[config.mk]
export PLATFORM = sky130hd
export DESIGN_NAME = sar15_link
export DESIGN_NICKNAME = d
export VERILOG_FILES = /design/src/rtl/sar15_pkg.sv /design/src/rtl/sar15_tick.sv /design/src/rtl/sar15_tx.sv /design/src/rtl/sar15_join.sv /design/src/rtl/sar15_link.sv
export SDC_FILE = /design/constraint.sdc
export NUM_CORES = 1
export LEC_CHECK = 0
export ABC_CLOCK_PERIOD_IN_PS = 2700
export BUFFER_PORTS_ARGS = -buffer_cell sky130_fd_sc_hd__buf_2
export CAP_MARGIN = 30
export CORE_MARGIN = 4
export CORE_UTILIZATION = 59
export DETAILED_ROUTE_END_ITERATION = 10
export MAX_ROUTING_LAYER = met4
export PLACE_DENSITY_LB_ADDON = 0.3
export SYNTH_ARGS = -nofsm -noshare
export SYNTH_HDL_FRONTEND = slang
export SYNTH_SLANG_ARGS = --single-unit
[constraint.sdc]
create_clock -name clk -period 2.7 [get_ports clk]
set_input_delay 0.27 -clock clk [delete_from_list [all_inputs] [get_ports clk]]
set_output_delay 0.27 -clock clk [all_outputs]
set_load 0.1 [all_outputs]
[src/rtl/sar15_pkg.sv]
package sar15_pkg;
   localparam int FRAME_CLKS = 15;
   localparam int CMD_BITS   = 8;
   localparam int RES_BITS   = 12;
   localparam int HI_BITS    = 6;
   localparam int LO_BITS    = 5;
   localparam int CHAN_W     = 3;
   localparam int PD_W       = 2;
   localparam int HI_FIRST   = FRAME_CLKS - HI_BITS + 1;
   localparam int IDX_W      = $clog2(FRAME_CLKS + 1);
   localparam int PAD_BITS   = FRAME_CLKS - CMD_BITS;

   typedef struct packed {
      logic [CHAN_W-1:0] chan;
      logic              mode;
      logic              sgl;
      logic [PD_W-1:0]   pd;
   } cmd_t;

   function automatic logic [FRAME_CLKS-1:0] frame_word(cmd_t c);
      return {1'b1, c.chan, c.mode, c.sgl, c.pd, {PAD_BITS{1'b0}}};
   endfunction
endpackage

[src/rtl/sar15_tick.sv]
module sar15_tick #(
   parameter int DIV_HALF = 4
) (
   input  logic clk,
   input  logic rst_n,
   input  logic en,
   output logic tick
);
   generate
      if (DIV_HALF < 1) begin : g_bad
         $error("sar15_tick: DIV_HALF must be at least 1");
      end
      if (DIV_HALF == 1) begin : g_direct
         assign tick = en;
      end else begin : g_count
         localparam int CW = $clog2(DIV_HALF);
         localparam logic [CW-1:0] LAST = CW'(DIV_HALF - 1);
         logic [CW-1:0] cnt_q;
         always_ff @(posedge clk) begin
            if (!rst_n || !en)    cnt_q <= '0;
            else if (cnt_q == LAST) cnt_q <= '0;
            else                  cnt_q <= cnt_q + 1'b1;
         end
         assign tick = en && (cnt_q == LAST);
      end
   endgenerate
endmodule

[src/rtl/sar15_tx.sv]
module sar15_tx import sar15_pkg::*; (
   input  logic                  clk,
   input  logic                  rst_n,
   input  logic                  load,
   input  logic [FRAME_CLKS-1:0] word,
   input  logic                  shift,
   input  logic                  clear,
   output logic                  mosi
);
   logic [FRAME_CLKS-1:0] sr_q;
   always_ff @(posedge clk) begin
      if (!rst_n || clear) sr_q <= '0;
      else if (load)       sr_q <= word;
      else if (shift)      sr_q <= {sr_q[FRAME_CLKS-2:0], 1'b0};
   end
   assign mosi = sr_q[FRAME_CLKS-1];
endmodule

[src/rtl/sar15_join.sv]
module sar15_join import sar15_pkg::*; (
   input  logic                clk,
   input  logic                rst_n,
   input  logic                rise,
   input  logic [IDX_W-1:0]    idx,
   input  logic                sdi,
   input  logic                frame_end,
   input  logic                trail,
   input  logic [CHAN_W-1:0]   chan_now,
   input  logic                clear,
   output logic [RES_BITS-1:0] res_data,
   output logic [CHAN_W-1:0]   res_chan,
   output logic                res_valid
);
   localparam logic [IDX_W-1:0] HI_IDX = IDX_W'(HI_FIRST);
   localparam logic [IDX_W-1:0] LO_IDX = IDX_W'(LO_BITS);

   logic [HI_BITS-1:0] hi_q;
   logic [LO_BITS-2:0] lo_q;
   logic [CHAN_W-1:0]  tag_q;
   logic               pend_q;
   logic               take_hi, take_lo, emit;

   assign take_hi = rise && (idx >= HI_IDX);
   assign take_lo = rise && (idx != '0) && (idx < LO_IDX);
   assign emit    = rise && (idx == LO_IDX) && pend_q;

   always_ff @(posedge clk) begin
      if (!rst_n) begin
         hi_q <= '0; lo_q <= '0; tag_q <= '0; pend_q <= 1'b0;
         res_data <= '0; res_chan <= '0; res_valid <= 1'b0;
      end else begin
         if (take_hi) hi_q <= {hi_q[HI_BITS-2:0], sdi};
         if (take_lo) lo_q <= {lo_q[LO_BITS-3:0], sdi};
         if (clear) pend_q <= 1'b0;
         else if (frame_end) begin
            pend_q <= !trail;
            tag_q  <= chan_now;
         end
         res_valid <= emit;
         if (emit) begin
            res_data <= {hi_q, lo_q, sdi, 1'b0};
            res_chan <= tag_q;
         end
      end
   end
endmodule

[src/rtl/sar15_link.sv]
module sar15_link import sar15_pkg::*; #(
   parameter int DIV_HALF = 4
) (
   input  logic                clk,
   input  logic                rst_n,
   input  logic                run,
   input  logic [CHAN_W-1:0]   cfg_chan,
   input  logic                cfg_mode,
   input  logic                cfg_sgl,
   input  logic [PD_W-1:0]     cfg_pd,
   input  logic [PD_W-1:0]     cfg_stop_pd,
   output logic                cs_n,
   output logic                sclk,
   output logic                mosi,
   input  logic                miso,
   output logic [RES_BITS-1:0] res_data,
   output logic [CHAN_W-1:0]   res_chan,
   output logic                res_valid
);
   localparam logic [IDX_W-1:0] LAST_IDX = IDX_W'(FRAME_CLKS);

   typedef enum logic {ST_IDLE, ST_XFER} st_e;

   st_e               st_q;
   logic              sclk_q, cs_q, trail_q;
   logic [IDX_W-1:0]  idx_q;
   logic [CHAN_W-1:0] chan_q;
   logic              tick, rise, fall, last, frame_end, start;
   cmd_t              cmd_sel;

   sar15_tick #(.DIV_HALF(DIV_HALF)) u_tick (
      .clk(clk), .rst_n(rst_n), .en(st_q == ST_XFER), .tick(tick));

   assign start     = (st_q == ST_IDLE) && run;
   assign rise      = tick && !sclk_q;
   assign fall      = tick && sclk_q;
   assign last      = (idx_q == LAST_IDX);
   assign frame_end = fall && last;

   always_comb begin
      cmd_sel.chan = cfg_chan;
      cmd_sel.mode = cfg_mode;
      cmd_sel.sgl  = cfg_sgl;
      cmd_sel.pd   = run ? cfg_pd : cfg_stop_pd;
   end

   sar15_tx u_tx (
      .clk(clk), .rst_n(rst_n),
      .load(start || (frame_end && !trail_q)),
      .word(frame_word(cmd_sel)),
      .shift(fall && !last),
      .clear(frame_end && trail_q),
      .mosi(mosi));

   always_ff @(posedge clk) begin
      if (!rst_n) begin
         st_q <= ST_IDLE; sclk_q <= 1'b0; cs_q <= 1'b1;
         trail_q <= 1'b0; idx_q <= '0; chan_q <= '0;
      end else if (st_q == ST_IDLE) begin
         if (run) begin
            st_q    <= ST_XFER;
            cs_q    <= 1'b0;
            idx_q   <= IDX_W'(1);
            trail_q <= 1'b0;
            chan_q  <= cfg_chan;
         end
      end else begin
         if (rise) sclk_q <= 1'b1;
         if (fall) begin
            sclk_q <= 1'b0;
            if (!last) idx_q <= idx_q + 1'b1;
            else if (trail_q) begin
               st_q  <= ST_IDLE;
               cs_q  <= 1'b1;
               idx_q <= '0;
            end else begin
               idx_q   <= IDX_W'(1);
               trail_q <= !run;
               chan_q  <= cfg_chan;
            end
         end
      end
   end

   sar15_join u_join (
      .clk(clk), .rst_n(rst_n), .rise(rise), .idx(idx_q), .sdi(miso),
      .frame_end(frame_end), .trail(trail_q), .chan_now(chan_q),
      .clear(start), .res_data(res_data), .res_chan(res_chan),
      .res_valid(res_valid));

   assign cs_n = cs_q;
   assign sclk = sclk_q;
endmodule

## Word-level counts from Yosys, hierarchy flattened

Index checks and enable logic that the tools add are counted.

| storage, ports and cells | value |
|---|---|
| register bits | 50 |
| bits of input ports | 13 |
| logic and storage cells | 92 |

| cells by class | value |
|---|---|
| add/subtract/negate cells | 2 |
| order comparisons | 2 |
| equal/unequal tests | 7 |
| muxes and demuxes | 29 |
| bitwise logic cells | 3 |
| reduce and logical (&&, ||, !) cells | 34 |

Operator list:

| kind | number |
|---|---|
| $mux W15 | 2 |
| $mux W1 | 17 |
| $mux W4 | 4 |
| $mux W3 | 5 |
| $logic_and A1 B1 Y1 | 13 |
| $reduce_and A4 Y1 | 2 |
| $logic_not A1 Y1 | 6 |
| $ne A2 B1 Y1 const B | 3 |
| $reduce_and A2 Y1 | 3 |
| $reduce_bool A2 Y1 | 3 |
| $add A4 B1 Y4 const B | 1 |
| $eq A4 B3 Y1 const B | 1 |
| $eq A4 B4 Y1 const B | 1 |
| $ge A4 B4 Y1 const B | 1 |
| $lt A4 B3 Y1 const B | 1 |
| $reduce_bool A4 Y1 | 1 |
| $reduce_or A2 Y1 | 2 |
| $logic_or A1 B1 Y1 | 3 |
| $not A1 Y1 | 3 |
| $reduce_and A3 Y1 | 1 |
| $add A2 B1 Y2 const B | 1 |
| $eq A2 B2 Y1 const B | 1 |
| $mux W2 | 1 |
| $ne A2 B2 Y1 const B | 1 |

## Logic depth before layout (Yosys ltp)

Gate-level depths: netlist (run 1).

| depth | value |
|---|---|
| depth after elaboration | 7 |
| depth in mapped cells | 7 |

## Modules after synthesis

Synthesis (run 1) repeated with hierarchy kept, for this count alone.

| second synthesis, totals | value |
|---|---|
| cell total of the unflattened synthesis | 260 |
| area total of the unflattened synthesis | 2523.7 sq um |

By module, submodules not included:

| module | times used | cells each | area each (sq um) |
|---|---|---|---|
| sar15_join | 1 | 120 | 1119.8 |
| sar15_tx | 1 | 67 | 720.7 |
| sar15_link | 1 | 67 | 599.3 |
| sar15_tick | 1 | 6 | 83.8 |

## Least setup slack after synthesis (run 1)

Ideal clock, no wire load.

| timing path | value |
|---|---|
| kind | reg2reg |
| from | register sclk_q, in the netlist sclk |
| to | register st_q |
| library setup time | 0.142 ns |
| arrival time | 1.854 ns |
| slack | 0.704 ns |
| cell stages (with the launch flop) | 5 |
| path buffers | 1 |
| cell sequence | dfxtp_1 > nand3_1 > buf_2 > o21ai_0 > o22ai_1 |

| on the way | value |
|---|---|
| longest elaborated chain between the ends | 3 |

RTL lines:

| item | line | RTL |
|---|---|---|
| from (decl) | sar15_link.sv:25 | `logic sclk_q, cs_q, trail_q;` |
| from (signal assigned) | sar15_link.sv:57 | `st_q <= ST_IDLE; sclk_q <= 1'b0; cs_q <= 1'b1;` |
| from (signal assigned) | sar15_link.sv:68 | `if (rise) sclk_q <= 1'b1;` |
| from (signal assigned) | sar15_link.sv:70 | `sclk_q <= 1'b0;` |
| $logic_and A1 B1 Y1 | sar15_link.sv:36 | `assign fall = tick && sclk_q;` |
| $mux W1 | sar15_link.sv:69 | `if (fall) begin` |
| $mux W1 | sar15_link.sv:59 | `end else if (st_q == ST_IDLE) begin` |
| to (signal assigned) | sar15_link.sv:57 |  |
| to (signal assigned) | sar15_link.sv:61 | `st_q <= ST_XFER;` |
| to (signal assigned) | sar15_link.sv:73 | `st_q <= ST_IDLE;` |
| to (decl) | sar15_link.sv:24 | `st_e st_q;` |

Every way passes these cells.
A chain may end at the register's enable or synchronous reset.

## Worst setup path in the final report (run 1)

| timing path | value |
|---|---|
| from | register idx_q[1] |
| to | register u_tx.sr_q[10] |

| on the way | value |
|---|---|
| longest elaborated chain between the ends | 5 |

RTL lines:

| item | line | RTL |
|---|---|---|
| from (decl) | sar15_link.sv:26 | `logic [IDX_W-1:0] idx_q;` |
| from (signal assigned) | sar15_link.sv:71 | `if (!last) idx_q <= idx_q + 1'b1;` |
| $eq A4 B4 Y1 * | sar15_link.sv:37 | `assign last = (idx_q == LAST_IDX);` |
| $logic_and A1 B1 Y1 | sar15_link.sv:38 | `assign frame_end = fall && last;` |
| $logic_and A1 B1 Y1 | sar15_link.sv:49 | `.load(start \|\| (frame_end && !trail_q)),` |
| $logic_or A1 B1 Y1 | sar15_link.sv:49 |  |
| $mux W15 / $reduce_bool A2 Y1 (equally long branches) | -- |  |
| to (signal assigned) | sar15_tx.sv:13 | `else if (load) sr_q <= word;` |
| to (signal assigned) | sar15_tx.sv:14 | `else if (shift) sr_q <= {sr_q[FRAME_CLKS-2:0], 1'b0};` |
| to (decl) | sar15_tx.sv:10 | `logic [FRAME_CLKS-1:0] sr_q;` |

Every way passes the cells marked *; elsewhere a longest branch is shown, timed or not.

==> metrics.csv, run 1 <==
stage,metric,value,unit
clock_tree,post-CTS resize count,0,
clock_tree,Inserted Clock Buffers,5,
run,max-cap violation count,0,
power,sequential share of power,58.6,%
sta,Final Slew Violations,0,
placed_design,HPWL Detailed,2790,µm
clock_tree,Post-CTS Setup Bufs,0,
clock_tree,maximum clock path buffer count,2,
clock_tree,CTS root buf,clkbuf_4,
die,die area,4550,µm²
placed_design,number of buffers added on ports,30,
setup_path,Worst setup EP type,register,
layout,fillcell total,295,
placed_design,gpl congestion,0.823,
layout,most frequent cells in the layout,"dfxtp_1, buf_2, nor2_1",
setup_path,Critical Path Max Stage Delay,510,ps
power,power per cell area,567,nW/µm²
synthesis,"Seq/Total Area, Yosys",48.0,%
setup_path,Critical-path top delay cell,o31a_1,
setup_path,launch point of the worst reg-to-reg path,idx_q[1]$_SDFFE_PN0P_,
global_routing,pin count of the biggest net entering global routing,46,
global_routing,vias in the first global route,1475,
detailed_routing,Via density,5.58,
detailed_routing,vias post-DR,1623,
status,run status,finished clean,
clock_tree,clock latency on the worst-skew pair,360,ps
layout,Nets,263,
sta,Fin Setup TNS,0,ps
setup_path,flop2flop setup slack,700,ps
sta,final setup violation count,0,
power,Sw Ratio,24.8,%
synthesis,Yosys top cell by area,dfxtp_1,
setup_path,crit path from,idx_q[1]$_SDFFE_PN0P_,
sta,Final Hold Viols,0,
power,peak supply drop,314,µV
setup_path,"Buf+Inv Stages, Crit Path",0,
sta,Period minus WS final,2000,ps
sta,slack of the critical path,698,ps
synthesis,"Distinct cells, synth",47,
power,combinational share of power,8.6,%
power,static leakage,0.913,nW
global_routing,Total GRT Usage,19.2,%
synthesis,fraction of registers with async set/reset,0,%
die,Horiz. Die Dim,67.5,µm
synthesis,Post-synth EDFFs,0,
clock_tree,"Hold-fix buffers, CTS",0,
synthesis,Synth Area per Inst,9.62,µm²
setup_path,critical path cell sequence,ha_1 > nand3_1 > o31a_1 > a21oi_1 > a211oi_1,
die,I/O pin cnt,32,
clock_tree,clk sinks,50,
sta,Clock Skew,12.0,ps
setup_path,Worst EP arrival,2240,ps
worst_hold_path,hold crit path type,in2reg,
die,FP Rows,21,
sta,Slew headroom,51.9,%
worst_hold_path,min-delay src,cfg_mode,
clock_tree,clock transition at the registers of the reported paths,140,ps
setup_path,WS Path Type,reg2reg,
detailed_routing,WL per Instance,13.7,µm
synthesis,yosys warns,0,
synthesis,largest cells by area after synthesis,"dfxtp_1, mux2i_1, a21oi_1, nor2_1, ha_1",
setup_path,Crit path max-delay family,compound AO/OA/AOI/OAI gates,
clock_tree,CTS tree,built,
layout,ANT cells,0,
layout,fraction of layout cells with a size suffix above 1,20.4,%
detailed_routing,final wirelength,3970,µm
placed_design,post-placement setup slack,725,ps
sta,Tcrit/Tclk final,74.2,%
synthesis,most common flop cell mapped by yosys,dfxtp_1,
layout,"commonest non-fill, non-tap cell in the layout",dfxtp_1,
die,starting density of the core,62.1,%
synthesis,share of the synthesized area in the top cell type,48.0,%
global_routing,antenna violations before repair,0,
setup_path,Worst Setup Start Kind,register,
sta,maximum clock frequency,499,MHz
clock_tree,H-Tree Depth,2,
power,internal power,0.992,mW
detailed_routing,initial drt markers,140,
global_routing,grt total ovfl,0,
die,die height,67.5,µm
synthesis,cell area after synthesis,2090,µm²
synthesis,Seq cells post-synth,50,
synthesis,Syn Inst Count,217,
sta,RSZ-0062 raised after global routing,no,
global_routing,global-route wire length before repair,6600,µm
setup_path,Crit path required time,2940,ps
sta,Tightest Pin Transition,721,ps
synthesis,syn_nets,236,
detailed_routing,detailed-router iteration count before antenna repair,4,
power,clock power share,32.8,%
detailed_routing,detailed-route DRC error count,0,
setup_path,CP Max Fanout,15,
layout,Area Overhead vs Synth,11.5,%
die,Core ar.,3360,µm²
sta,hold slack,133,ps
detailed_routing,Routed Antenna Nets,0,
power,net switching power,0.327,mW
==> cells in the mapped netlist, types with 2 or more instances <==
| library cell | instances |
|---|---|
| a21oi_1 | 21 |
| buf_2 | 3 |
| clkbuf_1 | 5 |
| dfxtp_1 | 50 |
| ha_1 | 6 |
| inv_1 | 4 |
| mux2i_1 | 25 |
| nand2_1 | 20 |
| nand3_1 | 4 |
| nor2_1 | 28 |
| nor2_2 | 2 |
| nor3_1 | 4 |
| o21ai_0 | 7 |
| o221a_2 | 4 |
| o22ai_1 | 2 |
==> layout make-up <==
class | count | area [µm²] | share of cell area [%]
multi-input cells | 151 | 1010 | 43.4
flip-flops and latches | 50 | 1000 | 43.0
repair buffers | 31 | 158 | 6.78
well taps | 46 | 57.6 | 2.47
clock inverters | 3 | 43.8 | 1.88
clock buffers | 5 | 37.5 | 1.61
inverters | 5 | 18.8 | 0.807
==> power by group through the flow <==
stage / logic [mW] / clock network (mW) / registers, mW
floorplan: 0.0700 / 0 / 0.805
global placement: 0.112 / 0 / 0.788
detailed placement: 0.114 / 0 / 0.788
CTS: 0.115 / 0.442 / 0.773
global route: 0.125 / 0.470 / 0.776
finish: 0.114 / 0.433 / 0.773
==> through the flow <==
stage	util [%]	instance area [µm²]	std cells	power, mW
global placement	66.7	2240	283	0.900
detailed placement	66.7	2240	283	0.903
global route	69.2	2330	291	1.37
floorplan	-	2090	217	0.875
CTS	69.2	2330	291	1.33
finish	69.2	2330	291	1.32
==> metal layers <==
layer / track usage (%) / wire length [µm] / vias to the layer above
met2: 30.0 / 1950 / 29
met4: 6.33 / 21 / 0
met1: 24.6 / 1850 / 774
met5: - / 0 / -
met3: 4.16 / 159 / 2
li1: - / - / 818
==> worst reg2reg max path: stages, from the launching register on <==
cell and delay, ps:
dfxtp_1 450, ha_1 270, nand3_1 410, o31a_1 510, a21oi_1 180, a211oi_1 80
==> final timing paths <==
kind	end	depth (start not counted)
hold reg to reg	u_tick.g_count.cnt_q[0]$_SDFF_PP0_	1
setup / recovery	u_tx.sr_q[10]$_SDFFE_PP0P_	5
hold / removal	u_tx.sr_q[10]$_SDFFE_PP0P_	3
setup reg to reg	u_tx.sr_q[10]$_SDFFE_PP0P_	5
==> state kept, by name, summed over array words and instances, names as in the netlist <==
name                  cells
chan_q                    3
cs_n                      1
idx_q                     4
sclk                      1
st_q                      1
trail_q                   1
u_join.hi_q               6
u_join.lo_q               4
u_join.pend_q             1
u_join.res_chan           3
u_join.res_data          11
u_join.res_valid          1
u_join.tag_q              3
u_tick.g_count.cnt_q      2
u_tx.sr_q                 8
==> cells by family (layout without fill, tap and decap cells) <==
| kind of cell | Yosys count | after routing | synth area share [%] |
|---|---|---|---|
| AO/OA/AOI/OAI | 45 | 45 | 15.1 |
| XOR/XNOR | 1 | 1 | 0.420 |
| adder cells (fa/ha/maj) | 6 | 6 | 3.60 |
| buffers and inverters | 16 | 44 | 3.66 |
| flip-flops | 50 | 50 | 48.0 |
| multiplexers | 26 | 26 | 12.5 |
| other | 1 | 1 | 0.180 |
| AND/OR/NAND/NOR | 72 | 72 | 16.5 |
(Power assumes the default switching activity.)
==> inputs of run 2 (changes only) <==
--- a/config.mk
+++ b/config.mk
@@ -5,11 +5,11 @@
 export SDC_FILE = /design/constraint.sdc
 export NUM_CORES = 1
 export LEC_CHECK = 0
-export ABC_CLOCK_PERIOD_IN_PS = 2700
+export ABC_CLOCK_PERIOD_IN_PS = 1900
 export BUFFER_PORTS_ARGS = -buffer_cell sky130_fd_sc_hd__buf_2
 export CAP_MARGIN = 30
 export CORE_MARGIN = 4
-export CORE_UTILIZATION = 59
+export CORE_UTILIZATION = 55
 export DETAILED_ROUTE_END_ITERATION = 10
 export MAX_ROUTING_LAYER = met4
 export PLACE_DENSITY_LB_ADDON = 0.3
==> constraint.sdc (replaced) <==
create_clock -name clk -period 1.9 [get_ports clk]
set_input_delay 0.19 -clock clk [delete_from_list [all_inputs] [get_ports clk]]
set_output_delay 0.19 -clock clk [all_outputs]
set_load 0.1 [all_outputs]
==> metrics.csv, run 2 (same netlist as run 1, synthesis figures left out) <==
stage,metric,value,unit
status,run status,finished clean,
power,combinational share of power,8.6,%
clock_tree,Post-CTS Setup Bufs,0,
clock_tree,"Hold-fix buffers, CTS",0,
layout,Area Overhead vs Synth,17.3,%
setup_path,Worst setup EP type,register,
layout,"commonest non-fill, non-tap cell in the layout",dfxtp_1,
setup_path,WS Path Type,reg2reg,
layout,largest register by flop count,u_join.res_data,
detailed_routing,Via density,5.46,
layout,Nets,273,
setup_path,CP Max Fanout,6,
sta,RSZ-0062 raised after global routing,yes,
power,Sw Ratio,23.3,%
layout,largest registers,"u_join.res_data x11, u_tx.sr_q x8, u_join.hi_q x6",
detailed_routing,initial drt markers,105,
detailed_routing,detailed-route DRC error count,0,
global_routing,Total GRT Usage,18.8,%
layout,fraction of layout cells with a size suffix above 1,23.6,%
global_routing,pin count of the biggest net entering global routing,28,
sta,Final Hold Viols,0,
power,internal power,1.56,mW
sta,Final Slew Violations,0,
die,starting density of the core,57.0,%
global_routing,vias in the first global route,1647,
setup_path,Critical Path Max Stage Delay,520,ps
worst_hold_path,hold crit path type,in2reg,
clock_tree,Inserted Clock Buffers,5,
clock_tree,maximum clock path buffer count,2,
power,sequential share of power,53.9,%
layout,ANT cells,0,
setup_path,Crit path required time,2080,ps
die,FP Rows,22,
run,max-cap violation count,0,
sta,Fin Setup TNS,0,ps
setup_path,Worst EP arrival,1940,ps
power,Final Power,2.03,mW
sta,final setup violation count,0,
clock_tree,CTS tree,built,
die,Horiz. Die Dim,69.6,µm
clock_tree,clk sinks,50,
layout,Largest register FFs,11,
die,die area,4840,µm²
clock_tree,CTS root buf,clkbuf_8,
detailed_routing,detailed-router iteration count before antenna repair,4,
sta,Tcrit/Tclk final,92.2,%
power,power per cell area,830,nW/µm²
die,Core ar.,3660,µm²
power,net switching power,0.473,mW
sta,maximum clock frequency,571,MHz
detailed_routing,vias post-DR,1649,
placed_design,number of buffers added on ports,30,
setup_path,critical path cell sequence,inv_1 > ha_1 > a2111oi_4 > mux2i_1 > nor2_1,
die,die height,69.6,µm
clock_tree,clock latency on the worst-skew pair,300,ps
sta,Clock Skew,4.61,ps
global_routing,grt total ovfl,0,
die,I/O pin cnt,32,
setup_path,Worst Setup Start Kind,register,
setup_path,flop2flop setup slack,150,ps
power,clock power share,37.5,%
global_routing,global-route wire length before repair,7310,µm
setup_path,Critical-path top delay cell,a2111oi_4,
placed_design,gpl congestion,0.850,
clock_tree,H-Tree Depth,2,
detailed_routing,Routed Antenna Nets,0,
layout,most frequent cells in the layout,"dfxtp_1, buf_2, nor2_1",
power,peak supply drop,571,µV
power,static leakage,0.976,nW
clock_tree,post-CTS resize count,0,
sta,Period minus WS final,1750,ps
setup_path,"Buf+Inv Stages, Crit Path",1,
placed_design,HPWL Detailed,2960,µm
detailed_routing,WL per Instance,13.6,µm
detailed_routing,final wirelength,4110,µm
setup_path,Crit path max-delay family,compound AO/OA/AOI/OAI gates,
global_routing,antenna violations before repair,0,
sta,hold slack,130,ps
clock_tree,clock transition at the registers of the reported paths,90,ps
-- run 2: area by class of cell --
type | count | area, µm²
multi-input combinational | 151 | 1010
inverter | 5 | 18.8
fill | 317 | 1210
clock buffer | 6 | 82.6
clock inverter | 1 | 30.0
timing repair buffer | 41 | 245
sequential | 50 | 1000
tap | 48 | 60.1
-- run 2: power groups by stage --
stage | logic, mW | clock network (mW) | registers (mW)
2_1_floorplan | 0.0995 | 0 | 1.14
3_3_place_gp | 0.170 | 0 | 1.12
3_5_place_dp | 0.173 | 0 | 1.12
4_1_cts | 0.174 | 0.772 | 1.10
5_1_grt | 0.193 | 0.808 | 1.10
6_report | 0.174 | 0.762 | 1.10
-- run 2: through the flow --
step	worst slack (ps)	cell area [µm²]	util (%)	instances
floorplan	255	2090	-	217
global placement	201	2340	63.8	295
detailed placement	163	2340	63.8	295
CTS	143	2450	66.9	302
global route	-10.1	2450	66.9	302
finish	149	2450	66.9	302
-- run 2: routing by layer --
layer / vias up / global-route usage, % / share of wire [%]
met5: - / - / 0
met1: 776 / 22.6 / 48
li1: 833 / - / -
met3: 7 / 4.49 / 4.4
met2: 33 / 29.9 / 46
met4: 0 / 8.24 / 1.7
-- run 2: tightest hold or removal path, cell delays in order --
cell	delay (ps)
buf_2	100
nand2_1	50
a211oi_1	50
-- run 2: path summary, 6_finish.rpt --
kind,from,end,cells after the start
setup reg to reg,idx_q[0]$_SDFFE_PN0P_,u_join.lo_q[3]$_SDFFE_PN0P_,5
setup / recovery,idx_q[0]$_SDFFE_PN0P_,u_join.lo_q[3]$_SDFFE_PN0P_,5
hold reg to reg,u_tick.g_count.cnt_q[0]$_SDFF_PP0_,u_tick.g_count.cnt_q[0]$_SDFF_PP0_,1
hold / removal,cfg_mode,u_tx.sr_q[10]$_SDFFE_PP0P_,3
==> inputs of run 3 (changes only) <==
--- a/config.mk
+++ b/config.mk
@@ -8,11 +8,13 @@
 export ABC_CLOCK_PERIOD_IN_PS = 1900
 export BUFFER_PORTS_ARGS = -buffer_cell sky130_fd_sc_hd__buf_2
 export CAP_MARGIN = 30
-export CORE_MARGIN = 4
+export CORE_MARGIN = 2
 export CORE_UTILIZATION = 55
 export DETAILED_ROUTE_END_ITERATION = 10
+export HOLD_SLACK_MARGIN = 0.05
 export MAX_ROUTING_LAYER = met4
 export PLACE_DENSITY_LB_ADDON = 0.3
+export SETUP_SLACK_MARGIN = 0.3
 export SYNTH_ARGS = -nofsm -noshare
 export SYNTH_HDL_FRONTEND = slang
 export SYNTH_SLANG_ARGS = --single-unit
==> metrics.csv, run 3 (same netlist as run 1, synthesis figures left out) <==
stage,metric,value,unit
setup_path,Critical-path top delay cell,dfxtp_2,
clock_tree,clock latency on the worst-skew pair,300,ps
setup_path,Crit path required time,2130,ps
placed_design,gpl congestion,0.817,
layout,most frequent cells in the layout,"dfxtp_1, buf_2, nor2_1",
detailed_routing,vias post-DR,1680,
layout,Nets,279,
power,Sw Ratio,23.9,%
layout,Largest register FFs,11,
clock_tree,"Hold-fix buffers, CTS",0,
layout,Area Overhead vs Synth,22.4,%
sta,Final Slew Violations,0,
setup_path,Critical Path Max Stage Delay,350,ps
layout,Layout Utilization,69.8,%
global_routing,antenna violations before repair,0,
setup_path,Worst Setup Start Kind,register,
global_routing,vias in the first global route,1542,
sta,Clock Skew,6.35,ps
clock_tree,CTS tree,built,
global_routing,pin count of the biggest net entering global routing,25,
detailed_routing,detailed-route DRC error count,0,
placed_design,number of buffers added on ports,30,
power,peak supply drop,567,µV
setup_path,CP Max Fanout,6,
die,starting density of the core,57.0,%
layout,largest registers,"u_join.res_data x11, u_tx.sr_q x8, u_join.hi_q x6",
run,max-cap violation count,0,
setup_path,Worst EP arrival,1770,ps
power,net switching power,0.466,mW
worst_hold_path,hold crit path type,in2reg,
die,FP Rows,22,
detailed_routing,initial drt markers,89,
clock_tree,Inserted Clock Buffers,5,
detailed_routing,final wirelength,4200,µm
die,I/O pin cnt,32,
sta,maximum clock frequency,649,MHz
detailed_routing,detailed-router iteration count before antenna repair,4,
detailed_routing,Via density,5.44,
die,die area,4300,µm²
sta,RSZ-0062 raised after global routing,yes,
clock_tree,clk sinks,50,
placed_design,HPWL Detailed,2860,µm
die,Core ar.,3660,µm²
global_routing,global-route wire length before repair,6970,µm
power,static leakage,0.999,nW
power,power per cell area,762,nW/µm²
global_routing,grt total ovfl,0,
layout,fraction of layout cells with a size suffix above 1,31.8,%
clock_tree,maximum clock path buffer count,2,
sta,Period minus WS final,1540,ps
detailed_routing,Routed Antenna Nets,0,
power,internal power,1.48,mW
layout,ANT cells,0,
clock_tree,clock transition at the registers of the reported paths,90,ps
die,Horiz. Die Dim,65.6,µm
setup_path,critical path cell sequence,ha_4 > buf_4 > and3_1 > buf_4 > a21oi_1 > a21o_1 > a21oi_1,
sta,final setup violation count,0,
power,clock power share,34.3,%
status,run status,finished clean,
clock_tree,CTS root buf,clkbuf_8,
die,die height,65.6,µm
power,sequential share of power,56.3,%
setup_path,Worst setup EP type,register,
layout,largest register by flop count,u_join.res_data,
power,combinational share of power,9.3,%
layout,"commonest non-fill, non-tap cell in the layout",dfxtp_1,
sta,hold slack,127,ps
clock_tree,H-Tree Depth,2,
global_routing,Total GRT Usage,21.6,%
sta,Fin Setup TNS,0,ps
sta,Tcrit/Tclk final,81.1,%
detailed_routing,WL per Instance,13.6,µm
setup_path,WS Path Type,reg2reg,
sta,Final Hold Viols,0,
run 3: changes by cell type in the layout (fill, tap and decap cells not counted), sizes merged:
cell,before,now
buf,41,47
clkbuf,6,8
bufinv,1,0
run 3: per-stage QoR:
step                cells  area, µm²  worst slack (ps)  power [mW]
floorplan             217       2090               320        1.24
global placement      296       2330               212        1.29
detailed placement    296       2330               155        1.29
CTS                   306       2480               291        1.96
global route          309       2550               242        2.03
finish                309       2550               359        1.95
run 3: repair_timing:
item,4_1_cts,5_1_grt
setup buffers,2,3
hold endpoints to repair,0,0
resized for setup,9,17
setup endpoints to repair,20,24
pin swaps,2,5
run 3: path summary, 6_finish.rpt:
check / endpoint / start / slack [ps] / cells after the start
setup / recovery: idx_q[0]$_SDFFE_PN0P_ / u_tick.g_count.cnt_q[0]$_SDFF_PP0_ / 360 / 7
hold / removal: u_tx.sr_q[10]$_SDFFE_PP0P_ / cfg_mode / 130 / 3
setup reg to reg: idx_q[0]$_SDFFE_PN0P_ / u_tick.g_count.cnt_q[0]$_SDFF_PP0_ / 360 / 7
hold reg to reg: u_tick.g_count.cnt_q[0]$_SDFF_PP0_ / u_tick.g_count.cnt_q[0]$_SDFF_PP0_ / 440 / 1
run 3: worst max-delay path: cells and delay by family (launching register included):
family                   cells  cell delay (ps)
AO/OA/AOI/OAI                3              330
adder cells (fa/ha/maj)      1              160
buffers and inverters        2              310
flip-flops                   1              350
AND/OR/NAND/NOR              1              310
run 3: cell type report:
class | count | area, µm²
Multi-Input combinational cell | 151 | 1070
Sequential cell | 50 | 1020
Fill cell | 290 | 1110
Tap cell | 48 | 60.1
Timing Repair Buffer | 47 | 282
Clock buffer | 8 | 101
Inverter | 5 | 23.8
run 3: power groups by stage:
stage               Clock, mW  Combinational (mW)  Sequential [mW]
finish                  0.669               0.182             1.10
global route            0.733               0.200             1.10
CTS                     0.689               0.173             1.09
detailed placement          0               0.172             1.12
global placement            0               0.168             1.12
floorplan                   0              0.0995             1.14
run 3: metal layers:
layer	up-vias	global-route usage [%]	share of wire, %
met2	43	35.5	47
met3	5	4.28	5.1
li1	845	-	-
met5	-	-	0
met1	787	25.7	46
met4	0	9.90	1.0
